[config.mk]
export PLATFORM = sky130hd
export DESIGN_NAME = cvd_seq
export DESIGN_NICKNAME = d
export VERILOG_FILES = /design/src/rtl/cvd_pkg.sv /design/src/rtl/cvd_rst_sync.sv /design/src/rtl/cvd_regs.sv /design/src/rtl/cvd_timer.sv /design/src/rtl/cvd_fsm.sv /design/src/rtl/cvd_seq.sv
export SDC_FILE = /design/constraint.sdc
export NUM_CORES = 1
export LEC_CHECK = 0
export BUFFER_PORTS_ARGS = -buffer_cell sky130_fd_sc_hd__buf_2
export CORE_AREA = 4 4 73 75
export DETAILED_ROUTE_END_ITERATION = 8
export DIE_AREA = 0 0 77 79
export PLACE_DENSITY = 0.79
export SLEW_MARGIN = 10
export SYNTH_ARGS = -nofsm -noshare
export SYNTH_HDL_FRONTEND = slang
export SYNTH_SLANG_ARGS = --single-unit
[constraint.sdc]
create_clock -name clk -period 2.3 [get_ports clk]
set_input_delay 0.575 -clock clk [delete_from_list [all_inputs] [get_ports clk]]
set_output_delay 0.575 -clock clk [all_outputs]
set_load 0.05 [all_outputs]
[src/rtl/cvd_pkg.sv]
package cvd_pkg;
  localparam int REG_W = 8;

  localparam logic [1:0] A_CTRL = 2'd0;
  localparam logic [1:0] A_PRE  = 2'd1;
  localparam logic [1:0] A_ACQ  = 2'd2;
  localparam logic [1:0] A_RUN  = 2'd3;

  typedef enum logic [1:0] {
    PH_IDLE = 2'd0,
    PH_PRE  = 2'd1,
    PH_ACQ  = 2'd2,
    PH_CONV = 2'd3
  } phase_e;

  typedef struct packed {
    logic ext_pol;
    logic int_pol;
    logic lowz_en;
    logic pass_en;
    logic ovr_en;
    logic inv_en;
    logic dbl_en;
  } ctrl_t;
endpackage

[src/rtl/cvd_rst_sync.sv]
module cvd_rst_sync #(
  parameter int STAGES = 2
) (
  input  logic clk,
  input  logic rst_n,
  output logic rst_n_sync
);
  logic [STAGES-1:0] sh_q;

  generate
    if (STAGES == 1) begin : g_one
      always_ff @(posedge clk or negedge rst_n) begin
        if (!rst_n) sh_q <= '0;
        else        sh_q <= 1'b1;
      end
    end else begin : g_many
      always_ff @(posedge clk or negedge rst_n) begin
        if (!rst_n) sh_q <= '0;
        else        sh_q <= {sh_q[STAGES-2:0], 1'b1};
      end
    end
  endgenerate

  assign rst_n_sync = sh_q[STAGES-1];
endmodule

[src/rtl/cvd_regs.sv]
module cvd_regs
  import cvd_pkg::*;
#(
  parameter int CNT_W = 8
) (
  input  logic               clk,
  input  logic               rst_n,
  input  logic               wr_en,
  input  logic [1:0]         wr_addr,
  input  logic [REG_W-1:0]   wr_data,
  input  logic [1:0]         rd_addr,
  input  logic               busy_i,
  output ctrl_t              ctrl_o,
  output logic [CNT_W-1:0]   pre_cnt_o,
  output logic [CNT_W-1:0]   acq_cnt_o,
  output logic               guard_o,
  output logic               start_o,
  output logic               abort_o,
  output logic [REG_W-1:0]   rd_data_o
);
  ctrl_t            ctrl_q, ctrl_d;
  logic [CNT_W-1:0] pre_q, pre_d, acq_q, acq_d;
  logic             guard_q, guard_d;
  logic             ctrl_we, pre_we, acq_we, run_we;

  // write decode and next values
  always_comb begin
    ctrl_we = wr_en && (wr_addr == A_CTRL);
    pre_we  = wr_en && (wr_addr == A_PRE);
    acq_we  = wr_en && (wr_addr == A_ACQ);
    run_we  = wr_en && (wr_addr == A_RUN);
    ctrl_d.ext_pol = wr_data[7];
    ctrl_d.int_pol = wr_data[6];
    ctrl_d.lowz_en = wr_data[5];
    ctrl_d.pass_en = wr_data[4];
    ctrl_d.ovr_en  = wr_data[3];
    ctrl_d.inv_en  = wr_data[1];
    ctrl_d.dbl_en  = wr_data[0];
    pre_d   = wr_data[CNT_W-1:0];
    acq_d   = wr_data[CNT_W-1:0];
    guard_d = wr_data[1];
  end

  always_ff @(posedge clk or negedge rst_n) begin
    if (!rst_n) begin
      ctrl_q  <= '0;
      pre_q   <= '0;
      acq_q   <= '0;
      guard_q <= 1'b0;
    end else begin
      if (ctrl_we) ctrl_q  <= ctrl_d;
      if (pre_we)  pre_q   <= pre_d;
      if (acq_we)  acq_q   <= acq_d;
      if (run_we)  guard_q <= guard_d;
    end
  end

  assign start_o = run_we && wr_data[0];
  assign abort_o = run_we && !wr_data[0];

  // readback; bit 2 of the control byte is not stored
  always_comb begin
    rd_data_o = '0;
    unique case (rd_addr)
      A_CTRL: rd_data_o = {ctrl_q.ext_pol, ctrl_q.int_pol, ctrl_q.lowz_en,
                           ctrl_q.pass_en, ctrl_q.ovr_en, 1'b0,
                           ctrl_q.inv_en, ctrl_q.dbl_en};
      A_PRE:  rd_data_o = REG_W'(pre_q);
      A_ACQ:  rd_data_o = REG_W'(acq_q);
      A_RUN:  rd_data_o = {{(REG_W-2){1'b0}}, guard_q, busy_i};
      default: rd_data_o = '0;
    endcase
  end

  assign ctrl_o    = ctrl_q;
  assign pre_cnt_o = pre_q;
  assign acq_cnt_o = acq_q;
  assign guard_o   = guard_q;
endmodule

[src/rtl/cvd_timer.sv]
module cvd_timer #(
  parameter int CNT_W = 8
) (
  input  logic             clk,
  input  logic             rst_n,
  input  logic             load_i,
  input  logic [CNT_W-1:0] val_i,
  output logic             zero_o
);
  logic [CNT_W-1:0] cnt_q, cnt_d;
  logic             cnt_en;

  always_comb begin
    cnt_en = load_i || (cnt_q != '0);
    cnt_d  = load_i ? val_i : cnt_q - 1'b1;
  end

  always_ff @(posedge clk or negedge rst_n) begin
    if (!rst_n)      cnt_q <= '0;
    else if (cnt_en) cnt_q <= cnt_d;
  end

  assign zero_o = (cnt_q == '0);
endmodule

[src/rtl/cvd_fsm.sv]
module cvd_fsm
  import cvd_pkg::*;
#(
  parameter int CNT_W = 8
) (
  input  logic             clk,
  input  logic             rst_n,
  input  logic             start_i,
  input  logic             abort_i,
  input  logic [CNT_W-1:0] pre_cnt_i,
  input  logic [CNT_W-1:0] acq_cnt_i,
  input  logic             dbl_en_i,
  input  logic             adc_done_i,
  input  logic             tmr_zero_i,
  output logic             tmr_load_o,
  output logic [CNT_W-1:0] tmr_val_o,
  output phase_e           phase_o,
  output logic             idx_o,
  output logic             done_o,
  output logic             done_idx_o
);
  phase_e           st_q, st_d;
  logic             idx_q, idx_d;
  logic             done_q, done_d;
  logic             didx_q, didx_d;
  phase_e           entry_ph;
  logic             entry_ld;
  logic [CNT_W-1:0] entry_val;

  // first phase of a measurement, skipping zero-length phases
  always_comb begin
    entry_ph  = PH_CONV;
    entry_ld  = 1'b0;
    entry_val = '0;
    if (pre_cnt_i != '0) begin
      entry_ph  = PH_PRE;
      entry_ld  = 1'b1;
      entry_val = pre_cnt_i - 1'b1;
    end else if (acq_cnt_i != '0) begin
      entry_ph  = PH_ACQ;
      entry_ld  = 1'b1;
      entry_val = acq_cnt_i - 1'b1;
    end
  end

  always_comb begin
    st_d       = st_q;
    idx_d      = idx_q;
    done_d     = 1'b0;
    didx_d     = didx_q;
    tmr_load_o = 1'b0;
    tmr_val_o  = '0;
    unique case (st_q)
      PH_IDLE: begin
        if (start_i) begin
          st_d       = entry_ph;
          idx_d      = 1'b0;
          tmr_load_o = entry_ld;
          tmr_val_o  = entry_val;
        end
      end
      PH_PRE: begin
        if (tmr_zero_i) begin
          if (acq_cnt_i != '0) begin
            st_d       = PH_ACQ;
            tmr_load_o = 1'b1;
            tmr_val_o  = acq_cnt_i - 1'b1;
          end else begin
            st_d = PH_CONV;
          end
        end
      end
      PH_ACQ: begin
        if (tmr_zero_i) st_d = PH_CONV;
      end
      PH_CONV: begin
        if (adc_done_i) begin
          done_d = 1'b1;
          didx_d = idx_q;
          if (dbl_en_i && !idx_q) begin
            st_d       = entry_ph;
            idx_d      = 1'b1;
            tmr_load_o = entry_ld;
            tmr_val_o  = entry_val;
          end else begin
            st_d  = PH_IDLE;
            idx_d = 1'b0;
          end
        end
      end
      default: st_d = PH_IDLE;
    endcase
    // software abort wins over every phase
    if (abort_i && (st_q != PH_IDLE)) begin
      st_d       = PH_IDLE;
      idx_d      = 1'b0;
      done_d     = 1'b0;
      tmr_load_o = 1'b0;
    end
  end

  always_ff @(posedge clk or negedge rst_n) begin
    if (!rst_n) begin
      st_q   <= PH_IDLE;
      idx_q  <= 1'b0;
      done_q <= 1'b0;
      didx_q <= 1'b0;
    end else begin
      st_q   <= st_d;
      idx_q  <= idx_d;
      done_q <= done_d;
      if (done_d) didx_q <= didx_d;
    end
  end

  assign phase_o    = st_q;
  assign idx_o      = idx_q;
  assign done_o     = done_q;
  assign done_idx_o = didx_q;
endmodule

[src/rtl/cvd_seq.sv]
module cvd_seq
  import cvd_pkg::*;
#(
  parameter int CNT_W       = 8,
  parameter int SYNC_STAGES = 2
) (
  input  logic             clk,
  input  logic             rst_n,
  input  logic             wr_en,
  input  logic [1:0]       wr_addr,
  input  logic [REG_W-1:0] wr_data,
  input  logic [1:0]       rd_addr,
  output logic [REG_W-1:0] rd_data,
  input  logic             adc_done,
  output logic             adc_conv,
  output logic             busy,
  output logic             ext_drv_en,
  output logic             ext_drv_lvl,
  output logic             hold_drv_en,
  output logic             hold_drv_lvl,
  output logic             guard_lvl,
  output logic             pin_ovr_en,
  output logic             pin_ovr_lvl,
  output logic             pin_pass_en,
  output logic             pin_lowz_en,
  output logic             samp_done,
  output logic             samp_idx
);
  localparam int CW = (CNT_W > REG_W) ? REG_W : CNT_W;

  logic             rst_n_s;
  ctrl_t            ctrl;
  logic [CW-1:0]    pre_cnt, acq_cnt;
  logic             guard_pol, start_req, abort_req;
  logic             tmr_load, tmr_zero;
  logic [CW-1:0]    tmr_val;
  phase_e           phase;
  logic             second, dbl_mode, flip, in_pre;

  cvd_rst_sync #(.STAGES(SYNC_STAGES)) u_rst (
    .clk(clk), .rst_n(rst_n), .rst_n_sync(rst_n_s)
  );

  cvd_regs #(.CNT_W(CW)) u_regs (
    .clk(clk), .rst_n(rst_n_s),
    .wr_en(wr_en), .wr_addr(wr_addr), .wr_data(wr_data),
    .rd_addr(rd_addr), .busy_i(busy),
    .ctrl_o(ctrl), .pre_cnt_o(pre_cnt), .acq_cnt_o(acq_cnt),
    .guard_o(guard_pol), .start_o(start_req), .abort_o(abort_req),
    .rd_data_o(rd_data)
  );

  cvd_timer #(.CNT_W(CW)) u_tmr (
    .clk(clk), .rst_n(rst_n_s),
    .load_i(tmr_load), .val_i(tmr_val), .zero_o(tmr_zero)
  );

  cvd_fsm #(.CNT_W(CW)) u_fsm (
    .clk(clk), .rst_n(rst_n_s),
    .start_i(start_req), .abort_i(abort_req),
    .pre_cnt_i(pre_cnt), .acq_cnt_i(acq_cnt),
    .dbl_en_i(dbl_mode), .adc_done_i(adc_done), .tmr_zero_i(tmr_zero),
    .tmr_load_o(tmr_load), .tmr_val_o(tmr_val),
    .phase_o(phase), .idx_o(second),
    .done_o(samp_done), .done_idx_o(samp_idx)
  );

  // output decode: polarity flip only for the second sample
  assign dbl_mode     = ctrl.dbl_en;
  assign flip         = dbl_mode && ctrl.inv_en && second;
  assign in_pre       = (phase == PH_PRE);
  assign busy         = (phase != PH_IDLE);
  assign adc_conv     = (phase == PH_CONV);
  assign ext_drv_en   = in_pre;
  assign ext_drv_lvl  = in_pre && (ctrl.ext_pol ^ flip);
  assign hold_drv_en  = in_pre;
  assign hold_drv_lvl = in_pre && (ctrl.int_pol ^ flip);
  assign pin_ovr_en   = in_pre && ctrl.ovr_en;
  assign pin_ovr_lvl  = pin_ovr_en && (ctrl.int_pol ^ flip);
  assign guard_lvl    = guard_pol ^ flip;
  assign pin_pass_en  = ctrl.pass_en;
  assign pin_lowz_en  = ctrl.lowz_en;
endmodule

Word level (Yosys, flattened, before mapping)
Index checks and enable logic that the tools add are counted.
Word-level totals
  flip-flop bits (word level): 39
  bits of input ports: 16
  output and inout port bits: 21
  word-level logic and storage cells: 98
Operators by class
  add/subtract/negate cells: 3
  eq/ne operators: 13
  muxes and demuxes: 34
  bitwise gates (word level): 3
  reductions and logical operators: 29
Operators by type and width (count)
  $mux W8: 7
  $pmux W8 S4: 1
  $pmux W8 S3: 1
  $reduce_bool A8 Y1: 3
  $sub A8 B1 Y8 const B: 3
  $mux W1: 15
  $logic_and A1 B1 Y1: 14
  $mux W2: 7
  $eq A2 B2 Y1 const B: 6
  $ne A3 B2 Y1 const B: 4
  $logic_not A8 Y1: 1
  $pmux W2 S4: 1
  $eq A2 B1 Y1 const B: 3
  $logic_not A2 Y1: 3
  $reduce_and A3 Y1: 2
  $reduce_and A4 Y1: 1
  $pmux W1 S3: 1
  $reduce_bool A3 Y1: 1
  $xor A1 B1 Y1: 3
  $logic_not A1 Y1: 2
  $pmux W1 S2: 1
  $reduce_bool A2 Y1: 1
  $logic_or A1 B1 Y1: 1

Longest topological paths before layout
Gate-level depths: netlist (run 1).
  depth after elaboration: 8
  depth in mapped cells: 8
  depth with buffers taken out: 7

Modules after synthesis
A second synthesis (run 1) with hierarchy kept.
Second synthesis, totals
  cells, all modules: 251
  area total of the unflattened synthesis: 2576.2 um2
By module, submodules not included
  cvd_regs: times used 1, cells an instance 72, area each 1096.1 um2
  cvd_fsm: times used 1, cells an instance 104, area each 803.3 um2
  cvd_timer: times used 1, cells an instance 55, area each 486.7 um2
  cvd_seq: times used 1, cells an instance 17, area each 136.4 um2
  cvd_rst_sync: times used 1, cells an instance 3, area each 53.8 um2

Worst setup path after synthesis (run 1)
No wires, ideal clock.
  path kind: input-to-output
  start: input rd_addr[1]
  end: output rd_data[4]
  data arrival time: 2.139 ns
  required time: 1.725 ns
  path slack: -0.414 ns
  stages on the path: 3
  path buffers: 1
  cells stage by stage: clkbuf_1 > mux2i_1 > o21ai_0
Between the ends
  longest elaborated chain between the ends: 2
  elaborated cells between the ends (all ways): 5
  those cells by class: eq/ne: 3; mux: 1; reduce/logical: 1
Ends and longest elaborated chain
  start: declaration: RTL line cvd_seq.sv:12  | input logic [1:0] rd_addr,
  $eq A2 B2 Y1 (tied with other cells): RTL line cvd_regs.sv:64  | unique case (rd_addr)
  $pmux W8 S4 (*): RTL line cvd_regs.sv:64
  end: declaration: RTL line cvd_seq.sv:13  | output logic [REG_W-1:0] rd_data,
Every way passes the cells marked *; elsewhere a longest branch is shown, timed or not.

Worst setup path after layout (run 1)
  start: register u_fsm.st_q[0], in the netlist u_fsm.phase_o[0]
  end: output rd_data[0]
Between the ends
  longest elaborated chain between the ends: 2
Ends and longest elaborated chain
  start: declaration: RTL line cvd_fsm.sv:22  | phase_e st_q, st_d;
  start signal: assignment: RTL line cvd_fsm.sv:109  | st_q <= st_d;
  $reduce_bool A2 Y1: RTL line cvd_seq.sv:72  | assign busy = (phase != PH_IDLE);
  $pmux W8 S4: RTL line cvd_regs.sv:64
No other way between the ends.

==> flow_metrics.py, run 1 <==
metrics = {
    "outcome": {
        "status": "completed",
    },
    "synth": {
        "yosysWarningCount": 0,
        "synth.avg_cell_area_sq_um": 10.71,
        "syn_area_sq_um": 2517,
        "synth_cells": 235,
        "synth-main-ff-cell": "dfrtp_1",
        "ys_types": 52,
        "ys_ff_latch": 39,
        "synth_fp_nets": 261,
        "synth-async-reset-ratio_pct": 100.0,
        "yosysSeqAreaShare_pct": 38.77,
        "synth-edff-count": 0,
    },
    "global_routing": {
        "grt_pass1_vias": 1984,
        "antenna_found_initial": 0,
        "grt.overflow.total": 0,
        "grt_usage_pct": 19.95,
        "grt_pass1_wl_um": 9591,
        "grt_max_degree": 38,
    },
    "timing": {
        "period_share_pct": 97.49,
        "fmax_ghz": 0.4460,
        "skew_ps": 5.451,
        "tightest_slew_ps": 569.8,
        "layout_min_cycle_time_ps": 2242,
        "fin_ws_ps": 57.72,
        "max_slew_margin_pct": 61.61,
        "slew_viol_final": 0,
        "finalHoldViolCount": 0,
        "setup_violations": 0,
    },
    "cells_and_area": {
        "antenna-diode-count": 0,
        "fillCellCount": 365,
        "postLayoutCellArea_sq_um": 3068,
        "area_delta_synth_final_pct": 21.87,
        "fin_util_pct": 65.83,
        "layout-drive-gt1-share_pct": 39.60,
        "nets": 323,
        "fin_cells": 352,
    },
    "critical_path": {
        "worstRegToRegCells": 8,
        "end_kind": "output pin",
        "worst-path-max-fanout": 5,
        "startpoint_type": "flop",
        "rr_endpoint": "u_tmr.cnt_q[1]",
        "arrival_ps": 1670,
        "r2r-start": "u_regs.pre_cnt_o[0]",
        "regToRegSetupSlack_ps": 160,
        "critPathKind": "reg2out",
        "worstPathRequired_ps": 1730,
    },
    "clocking": {
        "hold_buffers": 0,
        "cts.sinks": 39,
        "cts_buffers": 5,
        "clk_path_buf_depth": 2,
        "clk_pin_slew_ps": 80,
        "root_buffer": "clkbuf_8",
        "htree_num_levels": 2,
        "insertion_delay_ps": 290,
        "cts_tree": "built",
    },
    "worst_hold_path": {
        "hold_class": "in2async",
    },
    "detailed_routing": {
        "drt_iter0_markers": 67,
        "wire_per_inst_um": 16.49,
        "drtPass1Iterations": 4,
        "wirelength_um": 5805,
        "antenna_left": 0,
        "vias": 2006,
        "viasPerCell": 5.699,
        "route.detailed.drc": 0,
    },
    "power": {
        "vdd_drop_max_uv": 691.7,
        "power_density_nw_per_um2": 1111,
        "p_leak_nw": 1.381,
    },
    "floorplanning": {
        "ioPinCount": 37,
        "die_area_sq_um": 6083,
        "die_w_um": 77,
        "dieHeight_um": 79,
        "coreArea_sq_um": 4661,
        "initial_utilization_pct": 54.01,
        "fp-row-count": 25,
    },
    "placement": {
        "place.detailed.hpwl_um": 4418,
        "dpl_cell_area_sq_um": 2908,
        "placed_cells_incl_taps": 342,
        "gp_congestion": 0.8432,
        "io_buffers": 36,
        "dp_slack_ps": 83.93,
    },
    "run": {
        "maxCapViolations": 0,
    },
}
-- registers in the layout, summed over array words and instances (netlist names) --
signal,cells
u_rst.sh_q,2
u_fsm.phase_o,2
u_fsm.done_idx_o,1
u_regs.ctrl_o,7
u_fsm.idx_o,1
u_fsm.done_o,1
u_regs.guard_o,1
u_tmr.cnt_q,8
u_regs.acq_cnt_o,8
u_regs.pre_cnt_o,8
-- layer usage --
metal / vias to the layer above / share of wire (%) / global-route usage (%)
met5: - / 0 / 0
met1: 967 / 45 / 25.13
li1: 976 / - / -
met2: 54 / 49 / 34.58
met4: 0 / 1.9 / 7.117
met3: 9 / 4.3 / 3.515
-- synthesized netlist by cell type, types with 2 or more instances --
library cell / instances / share of area (%)
o21ai_0: 12 / 2.4
nand3_1: 3 / 0.60
nor3b_1: 3 / 0.89
mux2_4: 3 / 1.8
nor3_1: 9 / 1.8
clkbuf_1: 2 / 0.30
nor2b_1: 5 / 1.2
o22a_1: 3 / 1.0
mux2_2: 27 / 12
o31ai_1: 2 / 0.60
mux2i_1: 9 / 3.6
xnor2_1: 9 / 3.1
dfrtp_1: 39 / 39
or4_1: 3 / 0.89
nor2_1: 8 / 1.2
and3_1: 5 / 1.2
a21oi_1: 9 / 1.8
nor4_1: 2 / 0.50
o21a_1: 2 / 0.60
mux4_2: 2 / 1.8
and2_1: 4 / 0.99
inv_1: 13 / 1.9
ha_1: 10 / 5.0
nand2_1: 11 / 1.6
a31oi_1: 2 / 0.50
xor2_1: 6 / 2.1
nand3b_1: 3 / 0.89
o22ai_1: 3 / 0.75
or3_1: 3 / 0.75
-- repair_timing --
item | in CTS | in global routing
resized for setup | 4 | 8
endpoints found under the setup margin | 1 | 9
setup buffers | 2 | 0
pin swaps | 0 | 0
-- cells by family (layout without fill, tap and decap cells) --
logic type / Yosys count / after routing / synth area share, %
other cells: 1 / 1 / 0.1490
compound gates: 40 / 40 / 10.69
xor+xnor: 15 / 15 / 5.219
fa+ha+maj: 10 / 10 / 4.970
buf+inv: 18 / 81 / 3.181
mux: 41 / 41 / 19.23
simple gates: 71 / 71 / 17.79
flops: 39 / 39 / 38.77
-- per-stage QoR --
step	total power, mW	setup TNS (ps)	hold slack [ps]
final	3.408	0	47.14
after global routing	3.639	-14.00	29.96
after CTS	3.387	0	40.17
after detailed placement	2.761	0	295.2
after global placement	2.725	0	294.2
after floorplan	2.335	-141.4	279.4
-- worst max path at each step --
stage               cells after the start  slack (ps)           startpoint              to
finish                                  5          60     u_fsm.phase_o[0]      rd_data[0]
global placement                        6         170                wr_en  u_tmr.cnt_q[5]
CTS                                     5           4     u_fsm.phase_o[0]      rd_data[0]
detailed placement                      8          80       u_tmr.cnt_q[0]  u_tmr.cnt_q[4]
floorplan                               3         -40           rd_addr[1]      rd_data[4]
global route                            8         -10  u_regs.pre_cnt_o[0]  u_tmr.cnt_q[4]
-- cells in the final DEF, fill, tap and decap left out, types with 2 or more instances in the layout --
cell and count:
and3_1 5, nor2b_1 5, nand2_1 11, xor2_1 6, o22a_1 3, nor2_1 7
nor4_1 2, nor3_1 9, mux2i_1 9, buf_2 35, o21a_1 2, nand3_1 2
ha_1 8, and2_1 3, mux2_4 3, clkbuf_8 5, or3_1 3, mux2_2 27
a31oi_1 2, mux4_2 2, o21ai_0 7, buf_4 24, dfrtp_1 39, nor3b_1 3
inv_2 2, o31ai_1 2, o21ai_1 4, or4_1 3, xnor2_1 9, a21oi_1 9
nand3b_1 3, inv_1 10, o22ai_1 3
-- where the power goes --
part	total [mW]	internal (mW)	switching, mW
clock	0.573	0.323	0.250
combinational	1.76	0.737	1.02
sequential	1.07	0.872	0.201
total	3.41	1.93	1.48
-- final cells by class --
class                      count  area, sq um  area share [%]
tap                           54        67.56           2.202
multi-input combinational    178         1490           48.57
clock inverter                 3        43.79           1.427
inverter                      13        51.30           1.672
clock buffer                   5        68.82           2.243
timing repair buffer          60        370.4           12.07
sequential                    39        975.9           31.81
-- critical path: stages, from the launching register on --
cell and delay, ps:
dfrtp_1 400, inv_2 80, ha_4 170, inv_4 50, mux4_2 490, buf_8 170
Power figures use the tool's default switching activity.
==> run 2: changes to the inputs <==
--- a/config.mk
+++ b/config.mk
@@ -6,10 +6,10 @@
 export NUM_CORES = 1
 export LEC_CHECK = 0
 export BUFFER_PORTS_ARGS = -buffer_cell sky130_fd_sc_hd__buf_2
-export CORE_AREA = 4 4 73 75
+export CORE_AREA = 4 4 80 82
 export DETAILED_ROUTE_END_ITERATION = 8
-export DIE_AREA = 0 0 77 79
-export PLACE_DENSITY = 0.79
+export DIE_AREA = 0 0 84 86
+export PLACE_DENSITY = 0.67
 export SLEW_MARGIN = 10
 export SYNTH_ARGS = -nofsm -noshare
 export SYNTH_HDL_FRONTEND = slang
==> run 2 against run 1 <==
Combinational power barely moved. Clock-buffer cell count up 1. Clock power up 18%. Die area is 19% higher. Fmax down 0.64%. Highest routed layer unchanged. Sequential power barely moved. Sequential share of layout area fell by 0.21 points. Via count is 0.40% higher.
==> flow_metrics.py, run 2 (synthesis gave the netlist of run 1 again) <==
metrics = {
    "critical_path": {
        "end_kind": "output pin",
        "cp_common_cell": "inv_2",
        "regToRegSetupSlack_ps": 180,
        "crit_slowest_cell": "mux4_2",
        "crit_end": "rd_data[0]",
        "critical_path.startpoint": "u_fsm.phase_o[0]",
        "path_cells": "inv_2 -> ha_4 -> inv_2 -> mux4_2 -> buf_6",
        "rr_endpoint": "u_tmr.cnt_q[3]",
        "max_stage_delay_ps": 480,
        "path_depth": 5,
        "worst-path-max-fanout": 5,
        "worstPathRequired_ps": 1730,
        "arrival_ps": 1680,
        "cp_num_buf_inv": 3,
        "startpoint_type": "flop",
        "r2r-start": "u_tmr.cnt_q[0]",
        "worstRegToRegCells": 7,
        "worst_path_dominant_cell_family": "multiplexers",
        "critPathKind": "reg2out",
    },
    "placement": {
        "dpl_cell_area_sq_um": 2904,
        "gp_congestion": 0.8613,
        "dp_slack_ps": 74.73,
        "io_buffers": 36,
        "place.detailed.hpwl_um": 4528,
    },
    "timing": {
        "skew_ps": 8.960,
        "period_share_pct": 98.12,
        "rsz0062_at_grt": "true",
        "slew_viol_final": 0,
        "layout_min_cycle_time_ps": 2257,
        "setup_violations": 0,
        "finalHoldViolCount": 0,
        "fin_ws_ps": 43.29,
        "max_slew_margin_pct": 60.65,
        "fmax_ghz": 0.4431,
        "tightest_slew_ps": 584.1,
    },
    "clocking": {
        "cts.sinks": 39,
        "insertion_delay_ps": 290,
        "root_buffer": "clkbuf_8",
        "cts_buffers": 5,
        "hold_buffers": 0,
        "htree_num_levels": 2,
        "cts_tree": "built",
        "clk_path_buf_depth": 2,
        "clk_pin_slew_ps": 80,
    },
    "cells_and_area": {
        "antenna-diode-count": 0,
        "postLayoutCellArea_sq_um": 3088,
        "layout_commonest_cell": "dfrtp_1",
        "area_delta_synth_final_pct": 22.66,
        "layout-drive-gt1-share_pct": 38.64,
        "fillCellCount": 526,
        "layout_common_cells": "dfrtp_1, buf_2, mux2_2, buf_4, nand2_1",
        "nets": 320,
    },
    "floorplanning": {
        "initial_utilization_pct": 43.82,
        "die_w_um": 84,
        "ioPinCount": 37,
        "coreArea_sq_um": 5746,
        "fp-row-count": 28,
        "dieHeight_um": 86,
        "die_area_sq_um": 7224,
    },
    "global_routing": {
        "grt_usage_pct": 17.31,
        "grt.overflow.total": 0,
        "antenna_found_initial": 0,
        "grt_max_degree": 38,
        "grt_pass1_vias": 2058,
        "grt_pass1_wl_um": 9970,
    },
    "detailed_routing": {
        "route.detailed.drc": 0,
        "wire_per_inst_um": 15.72,
        "antenna_left": 0,
        "wirelength_um": 5815,
        "drt_iter0_markers": 80,
        "vias": 2014,
        "drtPass1Iterations": 4,
        "viasPerCell": 5.443,
    },
    "run": {
        "maxCapViolations": 0,
    },
    "power": {
        "power_density_nw_per_um2": 1130,
        "vdd_drop_max_uv": 568.4,
        "p_leak_nw": 1.372,
        "total_power_mw": 3.491,
    },
    "outcome": {
        "status": "completed",
    },
    "worst_hold_path": {
        "hold_class": "in2async",
    },
}
## run 2: per-layer routing
layer  vias up  wire length (um)  GRT usage (%)
li1        970                 -              -
met1       982              2610          21.63
met2        46              2794          28.92
met3        16               241          3.074
met4         0               168          8.626
met5         -                 0              0
## run 2: area by class of cell
cell class                 instances  area [sq um]  share of cell area, %
multi-input combinational        178          1490                  48.26
sequential                        39         975.9                  31.60
timing repair buffer              57         346.6                  11.22
tap                               75         93.84                  3.039
clock buffer                       6         72.57                  2.350
clock inverter                     2         60.06                  1.945
inverter                          13         48.80                  1.580
## run 2: worst min-delay path by stage
stage / start / endpoint / slack (ps)
after floorplan: rst_n / u_rst.sh_q[0] / 280
after global placement: u_rst.sh_q[1] / u_regs.ctrl_o[0] / 300
after detailed placement: u_rst.sh_q[1] / u_regs.ctrl_o[0] / 300
after CTS: rst_n / u_rst.sh_q[1] / 40
after global routing: rst_n / u_rst.sh_q[0] / 30
final: rst_n / u_rst.sh_q[0] / 50
## run 2: metrics by stage
step / utilization, % / hold slack [ps] / TNS, ps / cells
6_report: 53.75 / 47.08 / 0 / 370
5_1_grt: 53.75 / 32.82 / -12.20 / 370
4_1_cts: 53.57 / 39.47 / 0 / 370
3_5_place_dp: 50.54 / 301.9 / 0 / 359
3_3_place_gp: 50.54 / 298.9 / 0 / 359
2_1_floorplan: - / 279.4 / -141.4 / 235
## run 2: what timing repair did
item                       CTS  global route
gates resized for setup      6             4
pin swaps                    0             1
setup endpoints to repair    2             9
setup buffers                3             0
## run 2: where the power goes
group / internal [mW] / switching (mW)
Combinational: 0.715 / 1.03
Sequential: 0.872 / 0.198
Clock: 0.434 / 0.240
